## config.mk

```make
export PLATFORM = sky130hd
export DESIGN_NAME = rename_map
export DESIGN_NICKNAME = d
export VERILOG_FILES = /design/src/rtl/rename_pkg.sv /design/src/rtl/rename_map_table.sv /design/src/rtl/rename_free_list.sv /design/src/rtl/rename_map.sv
export SDC_FILE = /design/constraint.sdc
export NUM_CORES = 1
export LEC_CHECK = 0
export ABC_AREA = 1
export BUFFER_PORTS_ARGS = -buffer_cell sky130_fd_sc_hd__buf_2
export CORE_UTILIZATION = 50
export DETAILED_ROUTE_END_ITERATION = 10
export HOLD_SLACK_MARGIN = 0.15
export PLACE_DENSITY_LB_ADDON = 0.3
export SLEW_MARGIN = 10
export SYNTH_ARGS = -nofsm -noshare
export SYNTH_HDL_FRONTEND = slang
export SYNTH_SLANG_ARGS = --single-unit
```

## constraint.sdc

```tcl
create_clock -name clk -period 2.8 [get_ports clk]
set_clock_uncertainty 0.05 [all_clocks]
set_input_delay 0.7 -clock clk [delete_from_list [all_inputs] [get_ports clk]]
set_output_delay 0.7 -clock clk [all_outputs]
set_load 0.02 [all_outputs]
```

## src/rtl/rename_pkg.sv

```systemverilog
package rename_pkg;

  // Location stored in free-list slot `slot` right after reset.
  function automatic int init_loc(int slot, int narch);
    return narch + slot;
  endfunction

  // Occupancy after one cycle of optional pop and optional push.
  function automatic int count_next(int cur, bit pop, bit push);
    return cur + (push ? 1 : 0) - (pop ? 1 : 0);
  endfunction

endpackage

```

## src/rtl/rename_map_table.sv

```systemverilog
module rename_map_table #(
  parameter int NUM_ARCH = 8,
  parameter int NUM_PHYS = 16,
  localparam int AW = $clog2(NUM_ARCH),
  localparam int PW = $clog2(NUM_PHYS)
) (
  input  logic          clk,
  input  logic          rst_n,
  input  logic [AW-1:0] rd_a_idx,
  input  logic [AW-1:0] rd_b_idx,
  input  logic [AW-1:0] rd_d_idx,
  output logic [PW-1:0] rd_a_loc,
  output logic [PW-1:0] rd_b_loc,
  output logic [PW-1:0] rd_d_loc,
  input  logic          wr_en,
  input  logic [AW-1:0] wr_idx,
  input  logic [PW-1:0] wr_loc
);

  logic [PW-1:0] ent [NUM_ARCH];

  for (genvar g = 0; g < NUM_ARCH; g++) begin : g_ent
    always_ff @(posedge clk) begin
      if (!rst_n)
        ent[g] <= PW'(g);
      else if (wr_en && wr_idx == AW'(g))
        ent[g] <= wr_loc;
    end
  end

  // Reads see the registered state, i.e. the map before this cycle's write.
  assign rd_a_loc = ent[rd_a_idx];
  assign rd_b_loc = ent[rd_b_idx];
  assign rd_d_loc = ent[rd_d_idx];

endmodule

```

## src/rtl/rename_free_list.sv

```systemverilog
module rename_free_list
  import rename_pkg::*;
#(
  parameter int NUM_ARCH = 8,
  parameter int NUM_PHYS = 16,
  localparam int PW = $clog2(NUM_PHYS),
  localparam int CW = $clog2(NUM_PHYS + 1)
) (
  input  logic          clk,
  input  logic          rst_n,
  input  logic          pop,
  input  logic          push,
  input  logic [PW-1:0] push_loc,
  output logic [PW-1:0] head_loc,
  output logic          empty,
  output logic [CW-1:0] count
);

  logic [PW-1:0] slots [NUM_PHYS];
  logic [PW-1:0] head_q, tail_q;
  logic          full;
  logic          do_pop, do_push;

  assign empty    = (count == '0);
  assign full     = (count == CW'(NUM_PHYS));
  assign do_pop   = pop && !empty;
  assign do_push  = push && !full;
  assign head_loc = slots[head_q];

  always_ff @(posedge clk) begin
    if (!rst_n) begin
      for (int i = 0; i < NUM_PHYS; i++)
        slots[i] <= PW'(init_loc(i, NUM_ARCH));
      head_q <= '0;
      tail_q <= PW'(NUM_PHYS - NUM_ARCH);
      count  <= CW'(NUM_PHYS - NUM_ARCH);
    end else begin
      if (do_push) begin
        slots[tail_q] <= push_loc;
        tail_q        <= tail_q + PW'(1);
      end
      if (do_pop)
        head_q <= head_q + PW'(1);
      count <= CW'(count_next(int'(count), do_pop, do_push));
    end
  end

endmodule

```

## src/rtl/rename_map.sv

```systemverilog
module rename_map #(
  parameter int NUM_ARCH = 8,
  parameter int NUM_PHYS = 16,
  localparam int AW = $clog2(NUM_ARCH),
  localparam int PW = $clog2(NUM_PHYS),
  localparam int CW = $clog2(NUM_PHYS + 1)
) (
  input  logic          clk,
  input  logic          rst_n,
  input  logic          in_valid,
  input  logic          dst_en,
  input  logic [AW-1:0] src_a_arch,
  input  logic [AW-1:0] src_b_arch,
  input  logic [AW-1:0] dst_arch,
  input  logic          rel_valid,
  input  logic [PW-1:0] rel_phys,
  output logic [PW-1:0] src_a_phys,
  output logic [PW-1:0] src_b_phys,
  output logic [PW-1:0] dst_phys,
  output logic [PW-1:0] prev_phys,
  output logic          out_valid,
  output logic          stall
);

  // Internal events, named for the checker.
  logic          alloc_fire;
  logic          fl_empty;
  logic [CW-1:0] fl_count;
  logic [PW-1:0] fl_head;

  assign stall      = in_valid && dst_en && fl_empty;
  assign out_valid  = in_valid && !stall;
  assign alloc_fire = out_valid && dst_en;
  assign dst_phys   = fl_head;

  rename_map_table #(.NUM_ARCH(NUM_ARCH), .NUM_PHYS(NUM_PHYS)) u_map (
    .clk      (clk),
    .rst_n    (rst_n),
    .rd_a_idx (src_a_arch),
    .rd_b_idx (src_b_arch),
    .rd_d_idx (dst_arch),
    .rd_a_loc (src_a_phys),
    .rd_b_loc (src_b_phys),
    .rd_d_loc (prev_phys),
    .wr_en    (alloc_fire),
    .wr_idx   (dst_arch),
    .wr_loc   (fl_head)
  );

  rename_free_list #(.NUM_ARCH(NUM_ARCH), .NUM_PHYS(NUM_PHYS)) u_free (
    .clk      (clk),
    .rst_n    (rst_n),
    .pop      (alloc_fire),
    .push     (rel_valid),
    .push_loc (rel_phys),
    .head_loc (fl_head),
    .empty    (fl_empty),
    .count    (fl_count)
  );

endmodule

```

==> results of run 1 <==
==> state kept, by name, summed over array words and instances (netlist names), named ones only <==
signal and cells:
u_free.count 5, u_free.slots 64, u_free.tail_q 4, u_map.ent 32
u_free.head_q 4
==> critical path: cells and delay by family (launching register included) <==
family,cells,cell delay (ps)
buffers and inverters,2,360
DFF,1,420
and+or+nand+nor,6,680
==> layout make-up <==
cell class	count	area, sq um
Fill cell	1050	4930
Sequential cell	113	3220
Multi-Input combinational cell	524	2530
Clock buffer	17	425
Inverter	100	382
Timing Repair Buffer	46	270
Tap cell	168	210
Clock inverter	15	191
==> synth_stat cells (all sizes together) <==
library cell,number,area [sq um]
a21oi,49,253
a22oi,2,15.0
buf,16,119
clkbuf,15,56.3
clkinv,1,5.00
dfxtp,17,340
edfxtp,96,2880
fa,1,20.0
ha,10,125
inv,99,377
nand2,246,941
nand3,69,450
nand4,9,62.6
nor2,74,310
nor3,1,10.0
o211ai,1,7.51
o21a,1,7.51
o21ai,56,280
o21ba,1,10.0
o31ai,1,7.51
xnor2,2,17.5
xor2,1,8.76
==> metal layers <==
metal / global-route usage [%] / part of all wire (%) / vias up
met2: 41.0 / 48 / 252
met1: 32.4 / 44 / 2429
met3: 5.77 / 6.9 / 18
li1: - / - / 2577
met5: 0 / 0 / -
met4: 8.48 / 1.2 / 0
==> kinds of logic after synthesis <==
logic type,after synthesis
AOI/OAI and AO/OA,111
buffers and inverters,131
xor gates and xnor gates,3
DFF,113
adders and majority gates,11
and+or+nand+nor,399
==> power by group through the flow <==
| stage | logic (mW) | clock network [mW] | registers (mW) |
|---|---|---|---|
| global placement | 0.780 | 0 | 2.00 |
| global route | 0.926 | 2.34 | 1.99 |
| finish | 0.818 | 2.24 | 1.98 |
| detailed placement | 0.812 | 0 | 2.01 |
| CTS | 0.817 | 2.26 | 1.97 |
| floorplan | 0.620 | 0 | 1.98 |
==> per-stage QoR <==
stage | setup WS [ps] | utilization (%) | hold WS, ps | power (mW)
after floorplan | 360 | - | 407 | 2.60
after global placement | 236 | 54.4 | 428 | 2.78
after detailed placement | 83.0 | 54.4 | 434 | 2.82
after CTS | 42.3 | 59.4 | 445 | 5.05
after global routing | 59.9 | 59.4 | 464 | 5.25
final | 165 | 59.4 | 442 | 5.03
==> cell usage in the layout (no fill, tap or decap), types with 16 or more instances in the layout <==
cell                        instances
sky130_fd_sc_hd__dfxtp_1           16
sky130_fd_sc_hd__clkbuf_16         17
sky130_fd_sc_hd__edfxtp_1          96
sky130_fd_sc_hd__o21ai_0           56
sky130_fd_sc_hd__a21oi_1           47
sky130_fd_sc_hd__nand2_1          241
sky130_fd_sc_hd__buf_2             35
sky130_fd_sc_hd__nor2_1            67
sky130_fd_sc_hd__nand3_1           57
sky130_fd_sc_hd__inv_1             87
==> worst max path at each step <==
stage,start,endpoint,slack [ps],cells after the start
after detailed placement,in_valid,u_free.count[4]$_SDFF_PN0_,80,13
final,register,dst_phys[0],160,8
after CTS,register,dst_phys[0],40,8
after global placement,in_valid,u_free.count[4]$_SDFF_PN0_,240,13
after global routing,u_free.count[3]$_SDFF_PN1_,u_free.count[4]$_SDFF_PN0_,60,13
after floorplan,in_valid,u_free.count[4]$_SDFF_PN0_,360,12
==> impl_metrics.tcl, run 1 <==
set metrics [dict create \
    status "complete, no violations" \
    cts_repair_resize_count 0 \
    worst_skew_pair.late_latency_ps 420 \
    netSwitchingFraction_pct 27.5 \
    drt-total-wl_mm 14.9 \
    ys_ff_latch 113 \
    route.antenna.remaining_nets 0 \
    die_width_um 114 \
    power_frac_seq_pct 39.3 \
    timing.rr.start "u_free.count[3]$_SDFF_PN1_" \
    io_pins 36 \
    gr-total-overflow 0 \
    worst_setup_path_end_kind "primary output" \
    antenna_found_initial 0 \
    clkTransAtPathRegs_ps 50 \
    totalNegativeSetupSlack_ps 0 \
    die_height_um 114 \
    grt_use_total_pct 24.9 \
    crit_path_cell_trace "buf_12 > nand2_1 > nand2_1 > nand2_1 > nand3_1 > nand3_4 > nand2_1 > buf_2" \
    synthesis.yosys.warnings 0 \
    grt_setup_unrepaired "false" \
    timing.setup.critical_path_class "reg2out" \
    post_cts_buffers 0 \
    detail_route.vias_per_cell 5.37 \
    row_count 40 \
    worstHoldEndpoint "u_free.head_q[2]$_SDFFE_PN0P_" \
    mappedNetlistNets 797 \
    grt_pass1_vias 5002 \
    floorplan.die_area_sq_um 13100 \
    nets 831 \
    post_synth_mux_area_share_pct 0 \
    synth_area_sq_um 6310 \
    syn_area_per_cell_sq_um 8.21 \
    switching_power_mw 1.38 \
    max_slew.worst_pin.slew_ps 692 \
    n_antenna_cell 0 \
    post-dp-hpwl_mm 10.5 \
    post-route-drc-count 0 \
    power.density_nw_per_um2 696 \
    kind_of_start_point_of_the_critical_path "register" \
    synth-compound-area-share_pct 9.21 \
    synth_xor_xnor_area_share_pct 0.417 \
    clock_path_buffers 2 \
    worst-endpoint-arrival_ps 1890 \
    p_leak_nw 3.11 \
    cts_root_buffer "sky130_fd_sc_hd__clkbuf_16" \
    clkPwrFrac_pct 44.5 \
    drt-pass1-iter-count 5 \
    cts-htree-levels 4 \
    post_synth_and_or_nand_nor_area_fraction_pct 28.1 \
    flow.area_growth_from_synthesis_pct 14.6 \
    hold_class "reg2reg" \
    max-slew-margin-rel_pct 53.8 \
    cts_tree "built" \
    dr.first_iter.drc_count 512 \
    hold_path.startpoint "u_free.head_q[2]$_SDFFE_PN0P_" \
    numPortBuffers 35 \
    synthCells 768 \
    grt_max_degree 43 \
    hold_path_depth 2 \
    worst-endpoint-required_ps 2050 \
    route.vias.total 5276 \
    floorplan.initialDensity_pct 51.9 \
    most_common_cell_on_crit_path "sky130_fd_sc_hd__nand2_1" \
    layout-drive-gt1-share_pct 14.7 \
    worst_r2r_endpoint "u_free.count[4]$_SDFF_PN0_" \
    setup_viol_count_final 0 \
    synthDistinctLibCells 34 \
    fmax_mhz 379 \
    wl_per_instance_um 15.2 \
    worst-r2r-setup-slack_ps 260 \
    final_cell_count_no_fill 983 \
    layout_min_cycle_time_ps 2640 \
    tritoncts.num_buffers 17 \
    timing.reg2reg.worst_path_depth 13 \
    combPwrFrac_pct 16.3 \
    max_stage_delay_ps 420 \
    finalHoldViolCount 0 \
    dp.cells 951 \
    synth_sequential_area_ratio_pct 51.1 \
    synthAdderAreaFrac_pct 2.30 \
    max-cap-violations 0 \
    crit_path_top_delay_cell "sky130_fd_sc_hd__dfxtp_2" \
    core_area_sq_um 12200 \
    first_pass_grt_wire_length_mm 24.5 \
    fin_crit_sh_pct 94.1 \
    cts-hold-fix-buffers 0 \
    internal-power_mw 3.65 \
    timing.final.max_slew_violations 0 \
    synth_top_family_by_area "simple AND/OR/NAND/NOR gates" \
    max-vdd-ir-drop_v 0.000461 \
    finish.instance_area_sq_um 7230 \
    globalplace.congestion 0.873 \
    placed_cell_areas_sq_um 6610 \
    tritoncts_num_sinks 113 \
    timing.critical_path.fanout_max 24 \
]
No activity file was read; power rests on OpenSTA's default activity.
==> run 2: changes to the inputs <==
--- a/config.mk
+++ b/config.mk
@@ -7,6 +7,7 @@
 export LEC_CHECK = 0
 export ABC_AREA = 1
 export BUFFER_PORTS_ARGS = -buffer_cell sky130_fd_sc_hd__buf_2
+export CORE_MARGIN = 2
 export CORE_UTILIZATION = 50
 export DETAILED_ROUTE_END_ITERATION = 10
 export HOLD_SLACK_MARGIN = 0.15
@@ -14,4 +15,5 @@
 export SLEW_MARGIN = 10
 export SYNTH_ARGS = -nofsm -noshare
 export SYNTH_HDL_FRONTEND = slang
+export SYNTH_HIERARCHICAL = 1
 export SYNTH_SLANG_ARGS = --single-unit
==> run 2 against run 1 <==
Compared with the run above: area after synthesis is 5.4% higher; sequential cell count stayed put; largest power group unchanged; die area is 9.0% higher; critical path depth is 1 lower; cell count is 13% higher; via count is 5.7% higher.
==> impl_metrics.tcl, run 2 <==
set metrics [dict create \
    combPwrFrac_pct 20.0 \
    io_pins 36 \
    die_height_um 119 \
    hold_class "reg2reg" \
    layout_common_cells "333 x sky130_fd_sc_hd__nand2_1, 143 x sky130_fd_sc_hd__inv_1, 115 x sky130_fd_sc_hd__nand3_1" \
    max-cap-violations 0 \
    synth_sequential_area_ratio_pct 48.5 \
    worst-endpoint-arrival_ps 1940 \
    grt_use_total_pct 22.6 \
    grt_pass1_vias 5168 \
    worst_setup_path_end_kind "primary output" \
    detail_route.vias_per_cell 5.04 \
    fin_crit_sh_pct 96.0 \
    max-slew-margin-rel_pct 50.3 \
    cts-htree-levels 4 \
    multi_input_comb_area_sq_um 2640 \
    synth_enable_flop_cells 96 \
    hold_path_depth 2 \
    post-route-drc-count 0 \
    globalplace.congestion 0.910 \
    synth_largest_area_cell "sky130_fd_sc_hd__edfxtp_1" \
    reg.largest.list "u_free/slots: 64 flops, u_map/ent: 32 flops, u_free/count: 5 flops" \
    worst-r2r-setup-slack_ps 260 \
    finalHoldWorstSlack_ps 472 \
    cts_root_buffer "sky130_fd_sc_hd__clkbuf_16" \
    clkTransAtPathRegs_ps 50 \
    ys_ff_latch 113 \
    die_width_um 119 \
    ys_async_sr_fraction_pct 0 \
    clock_path_buffers 2 \
    synthesis.yosys.warnings 6 \
    n_fill_cell 1200 \
    grt_setup_unrepaired "false" \
    max_slew.worst_pin.slew_ps 744 \
    synth_ff_type "sky130_fd_sc_hd__edfxtp_1" \
    tritoncts_num_sinks 113 \
    mappedNetlistNets 915 \
    antenna_found_initial 0 \
    core_area_sq_um 13100 \
    timing.final.max_slew_violations 0 \
    gr-total-overflow 0 \
    drt-pass1-iter-count 6 \
    synthCells 885 \
    layout-drive-gt1-share_pct 11.9 \
    synthDistinctLibCells 28 \
    nets 947 \
    floorplan.die_area_sq_um 14200 \
    seqCellArea_sq_um 3220 \
    synth_most_common_cell "sky130_fd_sc_hd__nand2_1" \
    netSwitchingFraction_pct 29.0 \
    cts_tree "built" \
    worst-endpoint-required_ps 2050 \
    route.vias.total 5575 \
    power_frac_seq_pct 38.9 \
    post-dp-hpwl_mm 10.8 \
    timing.reg2reg.worst_path_depth 21 \
    clkPwrFrac_pct 41.1 \
    totalNegativeSetupSlack_ps 0 \
    power.density_nw_per_um2 676 \
    synth.top_cell.area_share_pct 43.4 \
    flow.area_growth_from_synthesis_pct 12.8 \
    floorplan.initialDensity_pct 50.6 \
    synth_area_sq_um 6650 \
    yosys-top-cells-count "333 x sky130_fd_sc_hd__nand2_1, 144 x sky130_fd_sc_hd__inv_1, 115 x sky130_fd_sc_hd__nand3_1, 96 x sky130_fd_sc_hd__edfxtp_1, 75 x sky130_fd_sc_hd__nor2_1" \
    grt_max_degree 33 \
    synthTopCellsByArea "sky130_fd_sc_hd__edfxtp_1 43%, sky130_fd_sc_hd__nand2_1 19%, sky130_fd_sc_hd__nand3_1 8.7%" \
    timing.critical_path.fanout_max 32 \
    fmax_mhz 372 \
    internal-power_mw 3.60 \
    status "complete, no violations" \
    switching_power_mw 1.47 \
    dr.first_iter.drc_count 464 \
    layout_min_cycle_time_ps 2690 \
    tritoncts.num_buffers 17 \
    timing.setup.critical_path_class "reg2out" \
    p_leak_nw 3.72 \
    row_count 42 \
    wl_per_instance_um 13.8 \
    route.antenna.remaining_nets 0 \
    numPortBuffers 35 \
    worst_skew_pair.late_latency_ps 410 \
    syn_area_per_cell_sq_um 7.51 \
    setup_viol_count_final 0 \
    max-vdd-ir-drop_v 0.000343 \
    register_containing_the_most_flip_flops_in_the_final_layout "u_free/slots" \
    drt-total-wl_mm 15.3 \
    first_pass_grt_wire_length_mm 25.1 \
    n_antenna_cell 0 \
    kind_of_start_point_of_the_critical_path "register" \
    layout_commonest_cell "sky130_fd_sc_hd__nand2_1" \
    finalHoldViolCount 0 \
    largest_reg_flops 64 \
]
[run 2: cell types whose count changed after synthesis, sizes merged, moves of 8 or more]
cell and change:
clkbuf -8, a21oi -44, inv +53, nor2 +16, nand3 +46, o21ai -47
buf +11, nand2 +95
[run 2: metal layers]
| layer | track usage, % | vias to the layer above | part of all wire, % |
|---|---|---|---|
| met5 | 0 | - | 0 |
| met4 | 6.62 | 0 | 1.2 |
| met3 | 4.74 | 16 | 6.5 |
| met2 | 39.7 | 212 | 50 |
| met1 | 28.2 | 2542 | 42 |
| li1 | - | 2805 | - |
[run 2: cell families after synthesis]
family                     count (synthesis)  share of synthesized area, %
adders and majority gates                 12                          2.37
xor gates and xnor gates                   4                         0.527
buffers and inverters                    187                          11.9
DFF                                      113                          48.5
and+or+nand+nor                          555                          35.6
AOI/OAI and AO/OA                         14                          1.05
[run 2: area by class of cell]
| type | count | area share (%) |
|---|---|---|
| repair buffers | 47 | 3.54 |
| inverters | 153 | 7.73 |
| clock inverters | 14 | 1.95 |
| clock buffers | 18 | 5.72 |
| well taps | 176 | 2.94 |
| flip-flops and latches | 113 | 43.0 |
| multi-input cells | 585 | 35.1 |
[run 2: worst max-delay path: stages, from the launching register on]
cell and delay (ps):
sky130_fd_sc_hd__dfxtp_1 310, sky130_fd_sc_hd__inv_2 430, sky130_fd_sc_hd__nand2_1 130, sky130_fd_sc_hd__nand3_1 180
sky130_fd_sc_hd__nand3_1 100, sky130_fd_sc_hd__nand3_1 100, sky130_fd_sc_hd__nand2_1 90, sky130_fd_sc_hd__buf_2 170
[run 2: repair_timing]
item	4_1_cts	5_1_grt
setup endpoints to repair	0	1
resized for setup	0	2
hold endpoints to repair	0	0
setup buffers	0	1
hold buffers	0	0
[run 2: per-stage QoR]
| step | power, mW | setup WS [ps] | utilization, % | instance area [sq um] | instances |
|---|---|---|---|---|---|
| global placement | 2.99 | 264 | 52.6 | 6910 | 1073 |
| finish | 5.07 | 112 | 57.1 | 7500 | 1106 |
| detailed placement | 3.00 | 220 | 52.6 | 6910 | 1073 |
| CTS | 5.08 | 123 | 57.0 | 7490 | 1105 |
| floorplan | 2.74 | 275 | - | 6650 | 885 |
| global route | 5.32 | 11.7 | 57.1 | 7500 | 1106 |
[run 2: worst paths after layout]
path                                              endpoint                           from
worst max register to register  u_free/count[4]$_SDFF_PN0_     u_free/count[2]$_SDFF_PN0_
worst min-delay path                              register  u_free/head_q[2]$_SDFFE_PN0N_
worst min register to register                    register  u_free/head_q[2]$_SDFFE_PN0N_
worst max-delay path                           dst_phys[3]                       register
[run 2: power by group through the flow]
stage / logic (mW) / clock network [mW] / registers [mW]
after floorplan: 0.757 / 0 / 1.98
after global placement: 0.990 / 0 / 2.00
after detailed placement: 0.994 / 0 / 2.01
after CTS: 1.00 / 2.10 / 1.97
after global routing: 1.15 / 2.19 / 1.99
final: 1.01 / 2.08 / 1.97
==> run 3: changes to the inputs <==
--- a/config.mk
+++ b/config.mk
@@ -15,5 +15,4 @@
 export SLEW_MARGIN = 10
 export SYNTH_ARGS = -nofsm -noshare
 export SYNTH_HDL_FRONTEND = slang
-export SYNTH_HIERARCHICAL = 1
 export SYNTH_SLANG_ARGS = --single-unit
==> run 3 against run 2 <==
Compared with the run above: sequential share of layout area up 1.7 points; sequential power about the same; cell count down 11%; die area down 5.0%; count of clock-buffer cells in the layout down 1; maximum frequency down 0.21%; critical endpoint is now dst_phys[0].
==> impl_metrics.tcl, run 3 (same netlist as run 1, synthesis figures left out) <==
set metrics [dict create \
    max-slew-margin-rel_pct 53.0 \
    grt.met2_usage_pct 37.6 \
    grt_setup_unrepaired "false" \
    finalHoldViolCount 0 \
    power_frac_seq_pct 39.7 \
    combPwrFrac_pct 16.9 \
    register_containing_the_most_flip_flops_in_the_final_layout "u_free.slots" \
    fmax_mhz 371 \
    hold_class "reg2reg" \
    layout_commonest_cell "sky130_fd_sc_hd__nand2_1" \
    row_count 41 \
    final_cell_count_no_fill 987 \
    max_slew.worst_pin.slew_ps 705 \
    tritoncts_num_sinks 113 \
    die_width_um 116 \
    drt-pass1-iter-count 5 \
    cts_root_buffer "sky130_fd_sc_hd__clkbuf_16" \
    worst_skew_pair.late_latency_ps 420 \
    n_fill_cell 1124 \
    flow.area_growth_from_synthesis_pct 14.5 \
    finalHoldWorstSlack_ps 454 \
    detail_route.vias_per_cell 5.31 \
    largest_reg_flops 64 \
    tritoncts.num_buffers 17 \
    antenna_found_initial 0 \
    layout_common_cells "241 x sky130_fd_sc_hd__nand2_1, 96 x sky130_fd_sc_hd__edfxtp_1, 87 x sky130_fd_sc_hd__inv_1" \
    cts_tree "built" \
    totalNegativeSetupSlack_ps 0 \
    worst_r2r_endpoint "u_free.count[4]$_SDFF_PN0_" \
    max-vdd-ir-drop_v 0.000419 \
    clock_path_buffers 2 \
    post-dp-hpwl_mm 10.9 \
    reg.largest.list "u_free.slots: 64 flops, u_map.ent: 32 flops, u_free.count: 5 flops" \
    kind_of_start_point_of_the_critical_path "register" \
    global_route.peak_usage_layer "met2" \
    dr.first_iter.drc_count 502 \
    global_route.usage.met1_pct 31.3 \
    route.antenna.remaining_nets 0 \
    worst-endpoint-required_ps 2050 \
    worst-endpoint-arrival_ps 1940 \
    timing.setup.critical_path_class "reg2out" \
    die_height_um 116 \
    n_antenna_cell 0 \
    grt_max_degree 43 \
    setup_viol_count_final 0 \
    netSwitchingFraction_pct 28.2 \
    post-route-drc-count 0 \
    cts-htree-levels 4 \
    grt_use_total_pct 23.5 \
    floorplan.die_area_sq_um 13500 \
    postLayoutCoreUtil_pct 57.9 \
    timing.critical_path.fanout_max 9 \
    floorplan.initialDensity_pct 50.6 \
    timing.reg2reg.worst_path_depth 13 \
    gr-usage-met3_pct 4.88 \
    timing.final.max_slew_violations 0 \
    max-cap-violations 0 \
    switching_power_mw 1.40 \
    layout_min_cycle_time_ps 2690 \
    route.vias.total 5244 \
    timing.rr.start "u_free.count[3]$_SDFF_PN1_" \
    wl_per_instance_um 15.3 \
    first_pass_grt_wire_length_mm 23.9 \
    worst-r2r-setup-slack_ps 290 \
    numPortBuffers 35 \
    finalWorstSetupSlack_ps 106 \
    fin_crit_sh_pct 96.2 \
    status "complete, no violations" \
    io_pins 36 \
    grt_pass1_vias 4848 \
    internal-power_mw 3.56 \
    nets 831 \
    clkTransAtPathRegs_ps 50 \
    endpoint "dst_phys[0]" \
    power.density_nw_per_um2 688 \
    layout-drive-gt1-share_pct 14.6 \
    globalplace.congestion 0.840 \
    cts-hold-fix-buffers 0 \
    dp.cells 955 \
    pre_cts_slack_ps 66.2 \
    worst_setup_path_end_kind "primary output" \
    gr-total-overflow 0 \
    drt-total-wl_mm 15.1 \
    core_area_sq_um 12500 \
    p_leak_nw 3.09 \
    clkPwrFrac_pct 43.3 \
]
==> run 3: cell types whose count changed in the layout (fill, tap and decap cells not counted), sizes merged, moves of 4 or more <==
cell | before | now
a21oi | 5 | 49
nor2 | 90 | 74
inv | 152 | 99
clkinvlp | 2 | 6
o21ai | 9 | 56
nand3 | 115 | 69
nand2 | 341 | 246
==> run 3: worst min-delay path by stage <==
stage	startpoint	depth (start not counted)	endpoint	slack [ps]
after global placement	u_free.head_q[2]$_SDFFE_PN0P_	2	u_free.head_q[2]$_SDFFE_PN0P_	420
final	u_free.head_q[2]$_SDFFE_PN0P_	2	register	450
after detailed placement	u_free.head_q[2]$_SDFFE_PN0P_	2	register	440
after floorplan	u_free.head_q[2]$_SDFFE_PN0P_	2	register	410
after global routing	u_free.head_q[2]$_SDFFE_PN0P_	2	register	480
after CTS	u_free.head_q[2]$_SDFFE_PN0P_	2	register	450
==> run 3: repair_timing <==
| action | 4_1_cts | 5_1_grt |
|---|---|---|
| gates resized for setup | 1 | 3 |
| cloned | 0 | 0 |
| endpoints found under the setup margin | 2 | 3 |
| setup buffers | 0 | 0 |
==> run 3: metrics by stage <==
stage	cell area (sq um)	power, mW
final	7220	4.97
after floorplan	6310	2.60
after CTS	7200	4.96
after global routing	7220	5.17
after global placement	6600	2.79
after detailed placement	6600	2.83
==> run 3: worst max-delay path: stages, from the launching register on <==
cell                      delay [ps]
sky130_fd_sc_hd__dfxtp_1         520
sky130_fd_sc_hd__inv_1           260
sky130_fd_sc_hd__nand3_1         230
sky130_fd_sc_hd__nand3_4         170
sky130_fd_sc_hd__nand2_1         160
sky130_fd_sc_hd__buf_2           180
==> run 3: routing by layer <==
metal	vias up	part of all wire (%)
met2	212	47
met4	0	1.2
met1	2432	45
li1	2585	-
met3	15	6.3
met5	-	0
==> run 3: power groups by stage <==
stage                     clock [mW]  sequential [mW]  combinational, mW
final                           2.15             1.97              0.841
after CTS                       2.17             1.97              0.825
after global placement             0             2.00              0.786
after floorplan                    0             1.98              0.620
after global routing            2.24             1.98              0.941
after detailed placement           0             2.01              0.820
==> run 3: area by class of cell <==
class / count / area, sq um / area share [%]
Clock buffer: 17 / 425 / 5.89
Clock inverter: 15 / 169 / 2.34
Inverter: 100 / 382 / 5.29
Multi-Input combinational cell: 524 / 2550 / 35.3
Sequential cell: 113 / 3220 / 44.7
Tap cell: 172 / 215 / 2.98
Timing Repair Buffer: 46 / 258 / 3.57
